<file path="config.mk">
export PLATFORM = sky130hd
export DESIGN_NAME = exc_entry_ctrl
export DESIGN_NICKNAME = d
export VERILOG_FILES = /design/src/rtl/exc_entry_pkg.sv /design/src/rtl/exc_code_map.sv /design/src/rtl/exc_vector_sel.sv /design/src/rtl/exc_epc_calc.sv /design/src/rtl/exc_entry_ctrl.sv
export SDC_FILE = /design/constraint.sdc
export NUM_CORES = 1
export LEC_CHECK = 0
export ABC_AREA = 1
export BUFFER_PORTS_ARGS = -buffer_cell sky130_fd_sc_hd__buf_2
export CELL_PAD_IN_SITES_DETAIL_PLACEMENT = 1
export CELL_PAD_IN_SITES_GLOBAL_PLACEMENT = 2
export CORE_UTILIZATION = 28
export CTS_CLUSTER_DIAMETER = 50
export DETAILED_ROUTE_END_ITERATION = 7
export PLACE_DENSITY = 0.86
export SYNTH_ARGS = -nofsm -noshare
export SYNTH_HDL_FRONTEND = slang
export SYNTH_SLANG_ARGS = --single-unit
</file>
<file path="constraint.sdc">
create_clock -name clk -period 3 [get_ports clk]
set_input_delay 0.6 -clock clk [delete_from_list [all_inputs] [get_ports clk]]
set_output_delay 0.6 -clock clk [all_outputs]
set_load 0.005 [all_outputs]
</file>
<file path="src/rtl/exc_entry_pkg.sv">
package exc_entry_pkg;

    typedef enum logic [3:0] {
        EK_INTR       = 4'd0,
        EK_TLB_MOD    = 4'd1,
        EK_TLB_INV    = 4'd2,
        EK_TLB_REFILL = 4'd3,
        EK_ADDR_ERR   = 4'd4,
        EK_SYSCALL    = 4'd5,
        EK_BREAK      = 4'd6,
        EK_RESV       = 4'd7,
        EK_COP_UNUSE  = 4'd8,
        EK_OVERFLOW   = 4'd9,
        EK_TRAP       = 4'd10,
        EK_RESET      = 4'd11
    } exc_kind_e;

    typedef enum logic [1:0] {
        ST_BOOT  = 2'd0,
        ST_IDLE  = 2'd1,
        ST_TAKEN = 2'd2
    } ctl_state_e;

    localparam int          AW        = 32;
    localparam logic [31:0] RESET_VEC = 32'hBFC0_0000;
    localparam logic [31:0] BOOT_BASE = 32'hBFC0_0200;
    localparam logic [31:0] OFS_GEN   = 32'h0000_0180;
    localparam logic [31:0] OFS_INTV  = 32'h0000_0200;
    localparam logic [31:0] INSN_B    = 32'd4;

    localparam logic [2:0] RSEL_STATUS = 3'd0;
    localparam logic [2:0] RSEL_CAUSE  = 3'd1;
    localparam logic [2:0] RSEL_EPC    = 3'd2;
    localparam logic [2:0] RSEL_BADV   = 3'd3;
    localparam logic [2:0] RSEL_SRS    = 3'd4;
    localparam logic [2:0] RSEL_EBASE  = 3'd5;

    localparam int ST_EXL    = 0;
    localparam int ST_BEV    = 1;
    localparam int ST_CU1    = 2;
    localparam int CA_CE_LSB = 5;
    localparam int CA_IV     = 8;
    localparam int CA_BD     = 9;
    localparam int BASE_LSB  = 12;

endpackage

</file>
<file path="src/rtl/exc_code_map.sv">
module exc_code_map
    import exc_entry_pkg::*;
(
    input  exc_kind_e   kind,
    input  logic        store,
    output logic [4:0]  code,
    output logic        addr_capture,
    output logic        cop_capture
);
    always_comb begin
        code         = 5'd0;
        addr_capture = 1'b0;
        cop_capture  = 1'b0;
        case (kind)
            EK_INTR:       code = 5'd0;
            EK_TLB_MOD:    begin code = 5'd1; addr_capture = 1'b1; end
            EK_TLB_INV,
            EK_TLB_REFILL: begin code = store ? 5'd3 : 5'd2; addr_capture = 1'b1; end
            EK_ADDR_ERR:   begin code = store ? 5'd5 : 5'd4; addr_capture = 1'b1; end
            EK_SYSCALL:    code = 5'd8;
            EK_BREAK:      code = 5'd9;
            EK_RESV:       code = 5'hA;
            EK_COP_UNUSE:  begin code = 5'hB; cop_capture = 1'b1; end
            EK_OVERFLOW:   code = 5'hC;
            EK_TRAP:       code = 5'hD;
            default:       code = 5'd0;
        endcase
    end
endmodule

</file>
<file path="src/rtl/exc_vector_sel.sv">
module exc_vector_sel
    import exc_entry_pkg::*;
(
    input  exc_kind_e        kind,
    input  logic             exl_old,
    input  logic             bev,
    input  logic             iv,
    input  logic [AW-1:0]    ebase,
    output logic [AW-1:0]    vec
);
    logic [AW-1:0] base;
    logic [AW-1:0] ofs;

    always_comb begin
        base = bev ? BOOT_BASE : ebase;
        if (kind == EK_TLB_REFILL && !exl_old) begin
            ofs = '0;
        end else if (kind == EK_INTR && iv) begin
            ofs = OFS_INTV;
        end else begin
            ofs = OFS_GEN;
        end

        if (kind == EK_RESET) begin
            vec = RESET_VEC;
        end else if (kind == EK_OVERFLOW && bev) begin
            vec = BOOT_BASE;
        end else begin
            vec = base + ofs;
        end
    end
endmodule

</file>
<file path="src/rtl/exc_epc_calc.sv">
module exc_epc_calc
    import exc_entry_pkg::*;
(
    input  logic [AW-1:0] pc,
    input  logic [AW-1:0] npc,
    output logic [AW-1:0] epc,
    output logic          in_slot
);
    always_comb begin
        in_slot = (npc != pc + INSN_B);
        epc     = in_slot ? (pc - INSN_B) : pc;
    end
endmodule

</file>
<file path="src/rtl/exc_entry_ctrl.sv">
module exc_entry_ctrl
    import exc_entry_pkg::*;
#(
    parameter int SET_W = 4,
    parameter int CE_W  = 2
) (
    input  logic              clk,
    input  logic              rst,
    input  logic              req_valid,
    input  logic [3:0]        req_kind,
    input  logic              req_store,
    input  logic [31:0]       req_vaddr,
    input  logic [CE_W-1:0]   req_cop,
    input  logic [31:0]       cur_pc,
    input  logic [31:0]       next_pc,
    input  logic              sw_we,
    input  logic [2:0]        sw_waddr,
    input  logic [31:0]       sw_wdata,
    input  logic [2:0]        sw_raddr,
    output logic [31:0]       sw_rdata,
    output logic              redirect_valid,
    output logic [31:0]       redirect_pc
);
    localparam int SRS_BITS  = 3 * SET_W;
    localparam int BASE_BITS = AW - BASE_LSB;

    ctl_state_e state_q, state_d;

    logic                  exl_q, bev_q, cu1_q;
    logic [4:0]            code_q;
    logic [CE_W-1:0]       ce_q;
    logic                  iv_q, bd_q;
    logic [AW-1:0]         epc_q, badv_q, rpc_q;
    logic [SET_W-1:0]      cur_q, prev_q, ess_q;
    logic [BASE_BITS-1:0]  base_q;

    exc_kind_e     kind;
    logic [4:0]    map_code;
    logic          map_addr, map_cop;
    logic [AW-1:0] vec, calc_epc, ebase_full;
    logic          calc_slot;
    logic          entry_normal, entry_reset;
    logic          unused_wdata;

    assign kind         = exc_kind_e'(req_kind);
    assign ebase_full   = {base_q, {BASE_LSB{1'b0}}};
    assign entry_reset  = req_valid && (kind == EK_RESET);
    assign entry_normal = req_valid && (kind != EK_RESET);
    assign unused_wdata = ^sw_wdata;

    exc_code_map u_code (
        .kind         (kind),
        .store        (req_store),
        .code         (map_code),
        .addr_capture (map_addr),
        .cop_capture  (map_cop)
    );

    exc_vector_sel u_vec (
        .kind    (kind),
        .exl_old (exl_q),
        .bev     (bev_q),
        .iv      (iv_q),
        .ebase   (ebase_full),
        .vec     (vec)
    );

    exc_epc_calc u_epc (
        .pc      (cur_pc),
        .npc     (next_pc),
        .epc     (calc_epc),
        .in_slot (calc_slot)
    );

    // next-state logic
    always_comb begin
        state_d = state_q;
        unique case (state_q)
            ST_BOOT:  state_d = req_valid ? ST_TAKEN : ST_IDLE;
            ST_IDLE:  state_d = req_valid ? ST_TAKEN : ST_IDLE;
            ST_TAKEN: state_d = req_valid ? ST_TAKEN : ST_IDLE;
            default:  state_d = ST_IDLE;
        endcase
    end

    // state register
    always_ff @(posedge clk) begin
        if (rst) begin
            state_q <= ST_BOOT;
        end else begin
            state_q <= state_d;
        end
    end

    // output process
    always_comb begin
        redirect_valid = 1'b0;
        unique case (state_q)
            ST_BOOT:  redirect_valid = 1'b1;
            ST_IDLE:  redirect_valid = 1'b0;
            ST_TAKEN: redirect_valid = 1'b1;
            default:  redirect_valid = 1'b0;
        endcase
        redirect_pc = rpc_q;
    end

    // architectural register commit
    always_ff @(posedge clk) begin
        if (rst) begin
            exl_q  <= 1'b0;
            bev_q  <= 1'b1;
            cu1_q  <= 1'b1;
            code_q <= '0;
            ce_q   <= '0;
            iv_q   <= 1'b0;
            bd_q   <= 1'b0;
            epc_q  <= '0;
            badv_q <= '0;
            cur_q  <= '0;
            prev_q <= '0;
            ess_q  <= '0;
            base_q <= '0;
            rpc_q  <= RESET_VEC;
        end else if (req_valid) begin
            rpc_q <= vec;
            if (entry_reset) begin
                cu1_q <= 1'b1;
            end
            if (entry_normal) begin
                exl_q  <= 1'b1;
                epc_q  <= calc_epc;
                bd_q   <= calc_slot;
                code_q <= map_code;
                ce_q   <= map_cop ? req_cop : '0;
                if (map_addr) begin
                    badv_q <= req_vaddr;
                end
                if (!exl_q && !bev_q) begin
                    prev_q <= cur_q;
                    cur_q  <= ess_q;
                end
            end
        end else if (sw_we) begin
            case (sw_waddr)
                RSEL_STATUS: begin
                    exl_q <= sw_wdata[ST_EXL];
                    bev_q <= sw_wdata[ST_BEV];
                    cu1_q <= sw_wdata[ST_CU1];
                end
                RSEL_CAUSE: iv_q  <= sw_wdata[CA_IV];
                RSEL_EPC:   epc_q <= sw_wdata;
                RSEL_SRS: begin
                    cur_q  <= sw_wdata[0 +: SET_W];
                    prev_q <= sw_wdata[SET_W +: SET_W];
                    ess_q  <= sw_wdata[2*SET_W +: SET_W];
                end
                RSEL_EBASE: base_q <= sw_wdata[AW-1:BASE_LSB];
                default: ;
            endcase
        end
    end

    // software read
    logic [31:0] status_w, cause_w, srs_w;
    always_comb begin
        status_w         = '0;
        status_w[ST_EXL] = exl_q;
        status_w[ST_BEV] = bev_q;
        status_w[ST_CU1] = cu1_q;

        cause_w                     = '0;
        cause_w[4:0]                = code_q;
        cause_w[CA_CE_LSB +: CE_W]  = ce_q;
        cause_w[CA_IV]              = iv_q;
        cause_w[CA_BD]              = bd_q;

        srs_w                       = '0;
        srs_w[0 +: SET_W]           = cur_q;
        srs_w[SET_W +: SET_W]       = prev_q;
        srs_w[2*SET_W +: SET_W]     = ess_q;

        case (sw_raddr)
            RSEL_STATUS: sw_rdata = status_w;
            RSEL_CAUSE:  sw_rdata = cause_w;
            RSEL_EPC:    sw_rdata = epc_q;
            RSEL_BADV:   sw_rdata = badv_q;
            RSEL_SRS:    sw_rdata = srs_w;
            RSEL_EBASE:  sw_rdata = ebase_full;
            default:     sw_rdata = '0;
        endcase
    end

    logic unused_srs_width;
    assign unused_srs_width = (SRS_BITS > 32);

endmodule

</file>
==> flow_metrics.env <==
export IMPL_async_flop_share_pct=0
export IMPL_drt_iter0_drc=587
export IMPL_status="finished clean"
export IMPL_r2r_slack_ns=1.49
export IMPL_place_gp_congestion=0.8953
export IMPL_antenna_found_initial=3
export IMPL_fin_ws_ns=0.4068
export IMPL_grt_use_met3_pct=2.643
export IMPL_dp_hpwl_um=27980
export IMPL_drv_slew=0
export IMPL_die_h_um=178.4
export IMPL_slew_headroom_pct=31.94
export IMPL_worstHoldStart="req_vaddr[3]"
export IMPL_numCtsBuffers=17
export IMPL_r2r_start="bev_q"
export IMPL_p_per_area_nw_per_um2=456.2
export IMPL_top_usage_layer="met2"
export IMPL_cts_sinks=132
export IMPL_avgSynthCellArea_um2=6.270
export IMPL_dp_slack_ns=-0.01366
export IMPL_cts_resized_gates=0
export IMPL_skew_ns=0.006805
export IMPL_peakVddDrop_v=0.0003821
export IMPL_crit_type="input pin to register"
export IMPL_hold_class="input pin to register"
export IMPL_worstPathRequired_ns=3.31
export IMPL_r2r_end="prev_q[0]"
export IMPL_ys_warn_count=0
export IMPL_cp_end_kind="register"
export IMPL_ctsLongestPathBuffers=2
export IMPL_cap_violations=0
export IMPL_ant_nets=0
export IMPL_crit_fanout=14
export IMPL_syn2layout_area_growth_pct=26.05
export IMPL_synthCells=1389
export IMPL_holdPathEnd="badv_q[3]"
export IMPL_die_w_um=178.4
export IMPL_cts_hold_repair_buffers=0
export IMPL_initial_core_util_pct=28.47
export IMPL_reg2regPathDepth=7
export IMPL_synth_ff_latch_count=132
export IMPL_wl_um=35250
export IMPL_met2_usage_pct=36.68
export IMPL_grt_use_total_pct=22.35
export IMPL_syn_area_um2=8708
export IMPL_vias_per_cell=4.927
export IMPL_drt_pass1_iter_count=5
export IMPL_layout_drive_gt1_share_pct=23.59
export IMPL_row_count=64
export IMPL_clk_latency_ns=0.43
export IMPL_h_tree_depth=4
export IMPL_dieArea_um2=31810
export IMPL_setup_violations=0
export IMPL_ys_seq_area_share_pct=30.34
export IMPL_grt_max_degree=73
export IMPL_holdPathStages=3
export IMPL_cts_setup_buffers=0
export IMPL_ys_flop_type="dfxtp_1"
export IMPL_fmax_mhz=385.6
export IMPL_power_leakage_nw=5.060
export IMPL_tritoncts="done"
export IMPL_use_met1_pct=30.28
export IMPL_core_area_um2=30590
export IMPL_tightest_slew_ns=1.020
export IMPL_cp_start_kind="input pin"
export IMPL_hold_violations=0
export IMPL_fin_tns_setup_ns=0
export IMPL_grt_pass1_wl_um=54320
export IMPL_wl_per_cell_um=17.64
export IMPL_drc=0
export IMPL_grt_overflow=0
export IMPL_vias=9845
export IMPL_synth_edf_count=0
export IMPL_period_minus_slack_ns=2.593
export IMPL_holdWs_ns=0.4145
export IMPL_io_buffers=201
export IMPL_fin_nets=1733
export IMPL_timing_final_crit_share_pct=86.44
export IMPL_synthDistinctLibCells=45
export IMPL_rsz0062_at_grt="false"
export IMPL_arrival_ns=2.90
export IMPL_path_clk_slew_ns=0.06
export IMPL_cts_root_buffer="clkbuf_16"
export IMPL_pin_count=210
export IMPL_grt_pass1_vias=9845
## critical path, stage by stage
cell     delay (ns)
buf_2          0.14
ha_1           0.20
nand2_1        0.09
nor2_2         0.17
nand2_4        0.12
nor2_2         0.22
nand2_1        0.09
nand2_1        0.08
nand2_1        0.05
nand2_1        0.10
nand2_1        0.07
nor2_1         0.09
nand2_1        0.09
nor2_4         0.14
nand3_4        0.11
buf_12         0.16
nand2_1        0.06
nand3_1        0.13
nand2_1        0.12
a21oi_1        0.06
## worst max-delay path by stage
stage,startpoint,endpoint,slack (ns),cells after the start
CTS,cur_pc[2],epc_q[2],0.42,20
floorplan,cur_pc[2],epc_q[30],0.59,14
detailed placement,cur_pc[2],epc_q[2],-0.01,20
global placement,cur_pc[2],epc_q[2],0.004,20
finish,cur_pc[2],epc_q[2],0.41,20
global route,cur_pc[2],epc_q[2],0.21,20
## synth_stat cells, types with 2 or more instances
| cell | n | area share, % |
|---|---|---|
| a21oi_1 | 83 | 4.8 |
| clkbuf_1 | 51 | 2.2 |
| buf_6 | 3 | 0.39 |
| dfxtp_1 | 132 | 30 |
| o211ai_1 | 6 | 0.52 |
| nand3b_1 | 5 | 0.43 |
| xor2_1 | 27 | 2.7 |
| inv_1 | 120 | 5.2 |
| nand2_4 | 2 | 0.26 |
| o2111ai_1 | 3 | 0.30 |
| ha_1 | 3 | 0.43 |
| a22oi_1 | 20 | 1.7 |
| a31oi_1 | 7 | 0.50 |
| and2_1 | 2 | 0.14 |
| o221ai_1 | 3 | 0.30 |
| nand4_1 | 13 | 0.93 |
| nor4_1 | 3 | 0.22 |
| nand3_1 | 102 | 5.9 |
| o21bai_1 | 2 | 0.17 |
| inv_2 | 7 | 0.30 |
| o21ai_1 | 3 | 0.17 |
| o21ai_0 | 106 | 6.1 |
| nand2_1 | 332 | 14 |
| nor2_2 | 11 | 0.79 |
| a21oi_2 | 13 | 1.3 |
| buf_4 | 9 | 0.78 |
| buf_1 | 2 | 0.086 |
| nor2_4 | 7 | 0.91 |
| nand2_2 | 17 | 1.2 |
| xnor2_1 | 10 | 1.0 |
| o22ai_1 | 12 | 0.86 |
| nor3_1 | 11 | 0.63 |
| buf_2 | 17 | 0.98 |
| nand3_2 | 25 | 2.9 |
| nor2_1 | 210 | 9.1 |
## metrics by stage
step	cell area [um2]	utilization (%)	cells	total power, mW
2_1_floorplan	8735	-	1396	2.387
3_3_place_gp	10320	33.75	1962	2.748
3_5_place_dp	10320	33.75	1962	2.758
4_1_cts	10970	35.85	1994	5.045
5_1_grt	10970	35.87	1996	5.219
6_report	10980	35.88	1998	5.008
## cell families (layout without fill, tap and decap cells)
logic type | Yosys count | count (layout) | share of synthesized area [%]
compound gates | 262 | 262 | 17.11
xor+xnor | 38 | 38 | 3.908
flops | 132 | 132 | 30.34
fa+ha+maj | 3 | 3 | 0.4311
other cells | 1 | 12 | 0.04306
buf+inv | 209 | 411 | 9.899
simple gates | 744 | 744 | 38.26
## power by group
group	total, mW	internal [mW]	leakage, nW	switching, mW
logic	0.833	0.291	3.67	0.542
registers	1.89	1.84	1.08	0.0549
clock network	2.28	1.41	0.309	0.870
total	5.01	3.54	5.06	1.47
## final cells by class
cell class	count	area [um2]
Clock buffer	17	425.4
Sequential cell	132	2643
Antenna cell	4	10.01
Multi-Input combinational cell	1055	5256
Fill cell	4038	19610
Clock inverter	15	219.0
Timing Repair Buffer	252	1451
Inverter	127	476.7
Tap cell	396	495.5
## registers in the layout, indices dropped and copies added, names as in the netlist
| name | count |
|---|---|
| code_q | 4 |
| iv_q | 1 |
| epc_q | 32 |
| prev_q | 4 |
| bd_q | 1 |
| state_q | 2 |
| redirect_pc | 23 |
| base_q | 20 |
| ess_q | 4 |
| cu1_q | 1 |
| cur_q | 4 |
| exl_q | 1 |
| bev_q | 1 |
| badv_q | 32 |
| ce_q | 2 |
## layer usage
| metal | share of wire, % | up-vias |
|---|---|---|
| met2 | 46 | 253 |
| met3 | 3.7 | 41 |
| met4 | 2.3 | 0 |
| met1 | 48 | 4655 |
| met5 | 0 | - |
| li1 | - | 4896 |
## cells in the final DEF (no fill, tap or decap), drive strengths merged, types with 5 or more instances in the layout
master	instances
nand2	351
dfxtp	132
xnor2	10
buf	252
a31oi	7
a22oi	20
o22ai	12
o21ai	109
clkbuf	17
a21oi	96
inv	132
xor2	28
nor3	12
nand4	13
o211ai	6
nor2	229
nand3	128
nand3b	5
conb	8
Note: power is estimated with default switching activity, not from simulation.
